==> src/rtl/frac_baud_pkg.sv <==
`timescale 1ns/1ps
package frac_baud_pkg;
  typedef enum logic [2:0] {
    CLK_ASYNC    = 3'd0,
    CLK_ASYNC_2X = 3'd1,
    CLK_SYNC_MST = 3'd2,
    CLK_SYNC_SLV = 3'd3,
    CLK_SPI_MST  = 3'd4
  } clk_mode_e;
endpackage

==> src/rtl/baud_period_gen.sv <==
`timescale 1ns/1ps
// Base tick divider: power-of-two stretch for positive scale,
// phase-accumulator dithering for negative scale.
module baud_period_gen #(
  parameter int PER_W = 12,
  parameter int SCL_W = 4
) (
  input  logic                    clk,
  input  logic                    rst_n,
  input  logic [PER_W-1:0]        per,
  input  logic signed [SCL_W-1:0] scale,
  output logic                    gen_tick,
  output logic                    restart
);
  localparam int MAX_SH = (1 << (SCL_W - 1)) - 1;
  localparam int CNT_W  = PER_W + MAX_SH + 1;
  localparam int ACC_W  = MAX_SH;
  localparam int CFG_W  = PER_W + SCL_W;

  logic [CFG_W-1:0] cfg_q;
  logic [CNT_W-1:0] cnt;
  logic [CNT_W-1:0] limit;
  logic [ACC_W-1:0] acc;
  logic [ACC_W-1:0] frac;
  logic [ACC_W-1:0] frac_mask;
  logic [ACC_W-1:0] acc_nxt;
  logic [ACC_W:0]   sum;
  logic [SCL_W-1:0] mag;
  logic             neg;
  logic             extra;
  logic             carry;

  assign restart = ({per, scale} != cfg_q);

  always_comb begin
    neg = scale[SCL_W-1];
    mag = neg ? SCL_W'(-scale) : SCL_W'(scale);
    if (mag > SCL_W'(MAX_SH)) mag = SCL_W'(MAX_SH);
    frac_mask = ACC_W'((1 << mag) - 1);
    frac      = per[ACC_W-1:0] & frac_mask;
    sum       = {1'b0, acc} + {1'b0, frac};
    carry     = ((sum >> mag) != '0);
    acc_nxt   = sum[ACC_W-1:0] & frac_mask;
    if (neg) limit = CNT_W'(per >> mag) + CNT_W'(extra);
    else     limit = ((CNT_W'(per) + CNT_W'(1)) << mag) - CNT_W'(1);
  end

  assign gen_tick = (cnt == limit) && !restart;

  always_ff @(posedge clk) begin
    if (!rst_n) begin
      cfg_q <= '0;
      cnt   <= '0;
      acc   <= '0;
      extra <= 1'b0;
    end else begin
      cfg_q <= {per, scale};
      if (restart) begin
        cnt   <= '0;
        acc   <= '0;
        extra <= 1'b0;
      end else if (gen_tick) begin
        cnt <= '0;
        if (neg) begin
          acc   <= acc_nxt;
          extra <= carry;
        end
      end else begin
        cnt <= cnt + CNT_W'(1);
      end
    end
  end
endmodule

==> src/rtl/xck_sync_edge.sv <==
`timescale 1ns/1ps
// Synchroniser chain plus edge detector for the external transfer clock.
module xck_sync_edge #(
  parameter int STAGES = 2
) (
  input  logic clk,
  input  logic rst_n,
  input  logic pin,
  output logic rise,
  output logic fall
);
  logic [STAGES-1:0] sync_q;
  logic              last_q;

  always_ff @(posedge clk) begin
    if (!rst_n) begin
      sync_q <= '0;
      last_q <= 1'b0;
    end else begin
      for (int i = STAGES - 1; i > 0; i--) sync_q[i] <= sync_q[i-1];
      sync_q[0] <= pin;
      last_q    <= sync_q[STAGES-1];
    end
  end

  assign rise = sync_q[STAGES-1] & ~last_q;
  assign fall = ~sync_q[STAGES-1] & last_q;
endmodule

==> src/rtl/tick_router.sv <==
`timescale 1ns/1ps
// Turns the base tick into per-mode transmit/receive enables and clock level.
module tick_router
  import frac_baud_pkg::*;
#(
  parameter int OVS = 16
) (
  input  logic       clk,
  input  logic       rst_n,
  input  logic [2:0] mode,
  input  logic       inv,
  input  logic       gen_tick,
  input  logic       restart,
  input  logic       ext_rise,
  input  logic       ext_fall,
  output logic       tx_tick,
  output logic       rx_tick,
  output logic       clk_lvl
);
  localparam int DIV_W = $clog2(OVS);

  logic [DIV_W-1:0] div_q;
  logic [DIV_W-1:0] div_top;
  logic             e_rise;
  logic             e_fall;

  assign div_top = (mode == CLK_ASYNC_2X) ? DIV_W'(OVS / 2 - 1) : DIV_W'(OVS - 1);
  assign e_rise  = inv ? ext_fall : ext_rise;
  assign e_fall  = inv ? ext_rise : ext_fall;

  always_ff @(posedge clk) begin
    if (!rst_n) begin
      div_q   <= '0;
      tx_tick <= 1'b0;
      rx_tick <= 1'b0;
      clk_lvl <= 1'b0;
    end else begin
      tx_tick <= 1'b0;
      rx_tick <= 1'b0;
      case (clk_mode_e'(mode))
        CLK_SYNC_MST: begin
          if (gen_tick) begin
            clk_lvl <= ~clk_lvl;
            if (clk_lvl) tx_tick <= 1'b1;
            else         rx_tick <= 1'b1;
          end
        end
        CLK_SPI_MST: begin
          if (gen_tick) begin
            clk_lvl <= ~clk_lvl;
            if (clk_lvl) rx_tick <= 1'b1;
            else         tx_tick <= 1'b1;
          end
        end
        CLK_SYNC_SLV: begin
          clk_lvl <= 1'b0;
          rx_tick <= e_rise;
          tx_tick <= e_fall;
        end
        default: begin
          clk_lvl <= 1'b0;
          if (restart) begin
            div_q <= '0;
          end else if (gen_tick) begin
            rx_tick <= 1'b1;
            if (div_q >= div_top) begin
              tx_tick <= 1'b1;
              div_q   <= '0;
            end else begin
              div_q <= div_q + DIV_W'(1);
            end
          end
        end
      endcase
    end
  end
endmodule

==> src/rtl/frac_baud_gen.sv <==
`timescale 1ns/1ps
module frac_baud_gen
  import frac_baud_pkg::*;
#(
  parameter int PER_W       = 12,
  parameter int SCL_W       = 4,
  parameter int OVS         = 16,
  parameter int SYNC_STAGES = 2
) (
  input  logic             clk,
  input  logic             rst_n,
  input  logic [PER_W-1:0] per_val,
  input  logic [SCL_W-1:0] scale_val,
  input  logic [2:0]       mode,
  input  logic             xck_inv,
  input  logic             xck_in,
  output logic             tx_tick,
  output logic             rx_tick,
  output logic             xck_out,
  output logic             xck_oe
);
  logic gen_tick;
  logic restart;
  logic ext_rise;
  logic ext_fall;
  logic clk_lvl;

  baud_period_gen #(.PER_W(PER_W), .SCL_W(SCL_W)) u_period (
    .clk      (clk),
    .rst_n    (rst_n),
    .per      (per_val),
    .scale    (scale_val),
    .gen_tick (gen_tick),
    .restart  (restart)
  );

  xck_sync_edge #(.STAGES(SYNC_STAGES)) u_sync (
    .clk   (clk),
    .rst_n (rst_n),
    .pin   (xck_in),
    .rise  (ext_rise),
    .fall  (ext_fall)
  );

  tick_router #(.OVS(OVS)) u_route (
    .clk      (clk),
    .rst_n    (rst_n),
    .mode     (mode),
    .inv      (xck_inv),
    .gen_tick (gen_tick),
    .restart  (restart),
    .ext_rise (ext_rise),
    .ext_fall (ext_fall),
    .tx_tick  (tx_tick),
    .rx_tick  (rx_tick),
    .clk_lvl  (clk_lvl)
  );

  assign xck_oe  = (mode == CLK_SYNC_MST) || (mode == CLK_SPI_MST);
  assign xck_out = clk_lvl ^ xck_inv;
endmodule

==> config.mk <==
export PLATFORM = sky130hd
export DESIGN_NAME = frac_baud_gen
export DESIGN_NICKNAME = d
export VERILOG_FILES = /design/src/rtl/frac_baud_pkg.sv /design/src/rtl/baud_period_gen.sv /design/src/rtl/xck_sync_edge.sv /design/src/rtl/tick_router.sv /design/src/rtl/frac_baud_gen.sv
export SDC_FILE = /design/constraint.sdc
export NUM_CORES = 1
export LEC_CHECK = 0
export ABC_AREA = 1
export BUFFER_PORTS_ARGS = -buffer_cell sky130_fd_sc_hd__buf_2
export CAP_MARGIN = 20
export CELL_PAD_IN_SITES_DETAIL_PLACEMENT = 1
export CELL_PAD_IN_SITES_GLOBAL_PLACEMENT = 1
export CORE_ASPECT_RATIO = 0.9
export CORE_MARGIN = 3
export CORE_UTILIZATION = 45
export DETAILED_ROUTE_END_ITERATION = 16
export PLACE_DENSITY_LB_ADDON = 0.1
export SLEW_MARGIN = 20
export SYNTH_ARGS = -nofsm -noshare
export SYNTH_HDL_FRONTEND = slang
export SYNTH_HIERARCHICAL = 1
export SYNTH_SLANG_ARGS = --single-unit
==> constraint.sdc <==
create_clock -name clk -period 8.8 [get_ports clk]
set_input_delay 1.32 -clock clk [delete_from_list [all_inputs] [get_ports clk]]
set_output_delay 1.32 -clock clk [all_outputs]
set_load 0.01 [all_outputs]
-- Word level (Yosys, flattened, before mapping)
Index checks and enable logic that the tools add are counted.
- memory bits (writable): 0
- ROM bits: 0
- logic and storage cells: 72
- memories kept: 0
- output and inout port bits: 4
- register bits after elaboration: 54
- input bits: 23
- bits in latches: 0
- order comparisons: 2
- multiplexer cells: 20
- shifts and indexed selects: 4
- add/subtract/negate cells: 8
- multiply operators: 0
- div/mod/pow operators: 0
- reductions and logical operators: 12
- bitwise logic cells: 10
- equal/unequal tests: 6
- operators by type and width (kind ; number):
    two-way mux 4 bit ; 6
    adder 20 x 1 -> 20 bit ; 1
    adder 20 x 1 -> 20 bit (second input constant) ; 1
    == test 20 bit ; 1
    two-way mux 20 bit ; 1
    << shifter 20 x 4 -> 20 bit ; 1
    >> shifter 12 x 4 -> 20 bit ; 1
    subtractor 20 x 1 -> 20 bit (second input constant) ; 1
    inequality test 16 bit ; 1
    AND 7 bit ; 2
    adder 12 x 1 -> 13 bit (second input constant) ; 1
    two-way mux 1 bit ; 11
    adder 7 x 7 -> 8 bit ; 1
    nonzero test 8 bit ; 1
    >> shifter 8 x 4 -> 8 bit ; 1
    << shifter 1 x 4 -> 7 bit (first input constant) ; 1
    subtractor 7 x 2 -> 7 bit (second input constant) ; 1
    == test 3 x 2 -> 1 bit (second input constant) ; 2
    case mux 1 bit (3 select lines) ; 2
    AND reduction 2 bit ; 3
    OR reduction 3 bit ; 2
    inverter 1 bit ; 5
    adder 4 x 1 -> 4 bit (second input constant) ; 1
    >= comparator 4 bit ; 1
    11 further kinds ; 13

-- Depth between registers and ports, before layout
- depth in word-level cells: 12
- gate-level depth with buffers: 34
- gate-level depth less buffers: 32

-- Hierarchy
Netlist, hierarchy kept.
- modules (own cells, without submodules) (module ; seq. area each (µm²) ; area each (µm²) ; cells each ; times used):
    baud_period_gen ; 880.8 ; 5625.4 ; 996 ; 1
    tick_router ; 140.1 ; 476.7 ; 80 ; 1
    xck_sync_edge ; 60.1 ; 100.1 ; 13 ; 1
    frac_baud_gen ; 0.0 ; 33.8 ; 9 ; 1

-- Worst setup path after synthesis
Ideal clock, no wire load.
- path kind: input port to flip-flop
- start point: input scale_val[0]
- end point: register u_route.div_q[2]
- buffers on the path: 2
- library setup time: 0.066 ns
- data arrival time: 5.027 ns
- cell stages on the path: 30
- data required time: 8.734 ns
- path slack: 3.707 ns
- cell sequence: inv_2 -> ha_1 -> o21ai_2 -> nand2_4 -> buf_6 -> buf_6 -> nor2_1 -> a21oi_1 -> a21oi_1 -> a31oi_1 -> ha_1 -> ha_1 -> nand2_1 -> o21ai_0 -> xor2_1 -> nor2_1 -> nand2_1 -> nor2_1 -> nand2_1 -> inv_1 -> nand2_1 -> nor2_1 -> nand3_1 -> nor2_1 -> nand3_2 -> nor3_1 -> nand2_1 -> nor2_4 -> nand2_1 -> a21oi_2
- word-level cells in the longest chain between the ends: 11
- elaborated cells between the ends (all ways): 16
- classes of those cells: add/sub (3); order compare (1); eq/ne (2); shift (2); mux (4); reduce/logical (4)
- ends and longest elaborated chain (what ; line ; source):
    from (decl) ; frac_baud_gen.sv:13 ; input logic [SCL_W-1:0] scale_val,
    negator 4 bit ; baud_period_gen.sv:37 ; mag = neg ? SCL_W'(-scale) : SCL_W'(scale);
    two-way mux 4 bit ; baud_period_gen.sv:37 ;
    greater-than comparator 4 x 3 -> 1 bit ; baud_period_gen.sv:38 ; if (mag > SCL_W'(MAX_SH)) mag = SCL_W'(MAX_SH);
    two-way mux 4 bit ; baud_period_gen.sv:38 ;
    << shifter 20 x 4 -> 20 bit or >> shifter 12 x 4 -> 20 bit (tied branches) ; baud_period_gen.sv:45, baud_period_gen.sv:44 ;
    subtractor 20 x 1 -> 20 bit or adder 20 x 1 -> 20 bit (tied branches) ; baud_period_gen.sv:45, baud_period_gen.sv:44 ;
    two-way mux 20 bit ; baud_period_gen.sv:44 ; if (neg) limit = CNT_W'(per >> mag) + CNT_W'(extra);
    == test 20 bit ; baud_period_gen.sv:48 ; assign gen_tick = (cnt == limit) && !restart;
    logical AND 1 bit * ; baud_period_gen.sv:48 ;
    via gen_tick ; frac_baud_gen.sv:22 ; logic gen_tick;
    nonzero test 2 bit (no source line) * ; - ;
    AND reduction 2 bit (no source line) * ; - ;
    to (signal assigned) ; tick_router.sv:70 ; div_q <= div_q + DIV_W'(1);
    to (decl) ; tick_router.sv:22 ; logic [DIV_W-1:0] div_q;
Mark *: on every way through the listed nets, which the timed path passes. The rest lies on a longest branch.
A chain may end at the register's enable or synchronous reset.

-- Worst setup path in the final report
- start point: input scale_val[3]
- end point: register u_route.div_q[1]
Same word-level chain as after synthesis.

==> results by stage <==
Detailed routing:
- Wires add up to just under 20 mm.
- In the routed design, unresolved DRC markers number 0.
- The detail-routed net length per standard cell is between 15 and 20 um.
- In this run the remaining antenna-violating nets after routing total 0.
- In this run, the number of DRC markers left after iteration 0 of detailed routing was around 400.
- For this run, the detailed router's first-pass iteration total came to 5.
- The average via count per standard cell is 5.42.
- Summing over every cut layer, the via total after detailed routing is ~6900.

Floorplanning:
- The die is about 130 um wide.
- Pin placement for this block handled 27 I/O pins.
- The cell row count is 40.
- The core region area is around 13000 um^2.
- The starting utilization of the core area is 46.3%.
- The die is approximately 120 um tall.
- The area enclosed by the die boundary is ~15000 um^2.

Pwr:
- The worst IR drop on VDD is slightly below 0.00007 V.
- The design draws slightly below 0.8 mW.
- In this run the static leakage power is around 3.2 nW.
- For this design the ratio of total power to cell area is 119 nW/um^2.

Clocking:
- The clock-pin slew reported for the worst setup and hold paths after clock tree synthesis is about 0.09 ns.
- The number of hold buffers added after CTS was 0.
- In this run the post-CTS setup repair buffer count came out at 0.
- The root buffer cell chosen for the clock tree is clkbuf_16.
- The TritonCTS buffer count is 5.
- The count of cells resized by post-cts repair is 0.
- The H-tree generated during clock tree synthesis spans 2 levels.
- The clock tree from TritonCTS is done.
- The tree built by TritonCTS fans out to 54 sinks.
- The source-to-sink clock delay at the later pin of the worst-skew pair is ~0.32 ns.
- The maximum buffer depth of the clock tree is 2.

Logic synthesis:
- The number of nets in the synthesized netlist is ~1100.
- The count of mapped cells out of synthesis is about 1100.
- The number of distinct library cells after synthesis is 45.
- After synthesis, the cell types taking the most area are nand2_1, dfxtp_1, nand3_1.
- After synthesis, the mean cell area works out to roughly 5.7 um^2.
- Among all cell types in the netlist, the one instantiated most often is nand2_1.
- Counting flops with a built-in enable in the synthesized netlist gives 0.
- The sequential share of the synthesized area is 17.3%.
- Sorting the synthesized cells by how often they occur yields nand2_1, nand3_1, inv_1.
- The async set-or-reset flop fraction in the synthesized netlist is 0%.
- The cell type with the largest total area after synthesis is nand2_1.
- The number of warning messages in the yosys log is 6.
- The flop and latch count out of synthesis is 54.
- The cell area after technology mapping is between 6000 and 7000 um^2.
- In this run the biggest area consumer among cell types represents around a fifth of the synthesized area.
- Among all flip-flop cells after synthesis, the most frequent one is dfxtp_1.

Setup path:
- STA classifies the critical path startpoint as a primary input.
- The most repeated library cell on the critical path is nand3_1.
- The endpoint type of the worst setup path is a flop.
- The largest single stage delay on the critical path is roughly 0.5 ns.
- The arrival time reported for the critical path endpoint is ~6.6 ns.
- The required time reported for the critical path endpoint is approximately 9.1 ns.
- The slowest stage of the critical path belongs to the cell buf_2.
- The highest fanout seen on the critical path is 32.
- The kind of critical path is in2reg.

Global route:
- The number of antenna violations at the first check in global routing is 0.
- The number of global-route vias before repair was ~6900.
- The first global-routing pass estimated roughly 33 mm of wire.
- Entering global routing, the biggest net connects 38 pins.
- The global-route total usage across every layer is a little over a quarter.
- The total grt overflow is 0.

Run status:
- The run finished with clean final reports.

Place:
- Detailed placement finished with a half-perimeter wire length of roughly 16 mm.
- The weighted congestion reported at the end of routability-driven placement is a little under 0.9.
- The total instance count after detailed placement is ~1300.
- The instance area after placement is about 6300 um^2.
- Buffers placed on the I/O ports in this run total 26.

Final layout:
- The final layout contains 1136 nets.
- The antenna diode count is 0.
- The relative area change from synthesis to final layout is 3.91%.
- The finished cells cover roughly 6500 um^2.
- The fraction of final layout cells sized beyond drive strength 1 is between 10% and 20%.
- The number of non-filler instances in the completed layout is around 1300.

Timing:
- Setup violations remaining at the end of the flow were counted as 0.
- The highest clock frequency the design can meet is 157 MHz.
- For the pin with the worst max-slew slack, the measured transition is between 0.8 and 0.9 ns.
- The total negative setup slack is 0 ns.
- The clock period minus final worst setup slack is between 6 and 7 ns.
- Setup repair after global routing left no endpoint under its margin.
- The relative max-transition margin is a little over two fifths.
- The hold violation total from the final report is 0.
- In the finished design, the share of the clock period the worst path needs comes to 72.4%.
- The count of pins over their slew limit came to 0.
- The clock arrives with ~0.013 ns of skew.

Worst hold path:
- The path class of the tightest hold or removal check is reg2reg.

Run:
- The number of maximum-capacitance constraint violations is 0.
[power breakdown]
part           internal, mW  switching (mW)  total, mW
sequential            0.249         0.00196      0.251
combinational        0.0870           0.214      0.301
clock                 0.110           0.109      0.218
total                 0.445           0.325      0.770
[kinds of logic after synthesis]
kind of cell               count (synthesis)  synth area share, %
adders and majority gates                 17                 3.53
xor gates and xnor gates                  24                 3.37
and+or+nand+nor                          740                 55.0
DFF                                       54                 17.3
buffers and inverters                    188                 13.4
AOI/OAI and AO/OA                         75                 7.32
[flip-flops by register name, indices dropped and copies added (netlist names)]
name             cells
u_route/div_q        4
u_period/extra       1
u_route/clk_lvl      1
u_sync/last_q        1
u_period/acc         7
u_sync/sync_q        2
u_period/cfg_q      16
u_period/cnt        20
u_route/rx_tick      1
u_route/tx_tick      1
[metrics by stage]
| step | utilization (%) | hold WS, ns | setup WS, ns |
|---|---|---|---|
| after floorplan | - | 0.390 | 3.71 |
| after global placement | 46.9 | 0.393 | 2.44 |
| after detailed placement | 46.9 | 0.404 | 2.08 |
| after CTS | 48.1 | 0.425 | 2.39 |
| after global routing | 48.1 | 0.467 | 1.77 |
| final | 48.1 | 0.422 | 2.43 |
[final timing paths]
kind                     from  cells after the start               end  slack [ns]
max              scale_val[3]                     27  u_route/div_q[1]        2.43
min          u_sync/sync_q[0]                      2  u_sync/sync_q[1]        0.42
max reg2reg    u_period/extra                     18  u_route/div_q[1]        5.43
min reg2reg  u_sync/sync_q[0]                      2  u_sync/sync_q[1]        0.42
[critical path: cells and delay by family]
family	cells	cell delay [ns]
adder cells (fa/ha/maj)	2	0.60
AO/OA/AOI/OAI	4	0.70
buffers and inverters	2	0.93
AND/OR/NAND/NOR	19	3.03
[cell type report]
cell class,count,area [um^2]
flip-flops and latches,54,1080
repair buffers,27,138
well taps,168,210
fillers,1969,6980
inverters,152,571
clock buffers,5,125
clock inverters,3,28.8
multi-input cells,856,4330
[cell usage in the layout, fill, tap and decap left out, types with 10 or more instances in the layout]
| cell | count |
|---|---|
| a21oi_1 | 22 |
| buf_2 | 26 |
| dfxtp_1 | 54 |
| ha_1 | 16 |
| inv_1 | 140 |
| inv_2 | 10 |
| nand2_1 | 342 |
| nand2_2 | 12 |
| nand3_1 | 175 |
| nand4_1 | 33 |
| nor2_1 | 98 |
| nor2_2 | 18 |
| nor3_1 | 16 |
| o21ai_0 | 22 |
| xor2_1 | 15 |
[layer usage]
| layer | up-vias | wire (um) | global-route usage, % |
|---|---|---|---|
| li1 | 3532 | - | - |
| met1 | 3216 | 9890 | 37.4 |
| met2 | 86 | 8930 | 42.9 |
| met3 | 22 | 548 | 2.95 |
| met4 | 0 | 300 | 6.56 |
| met5 | - | 0 | 0 |
Power figures use the tool's default switching activity.
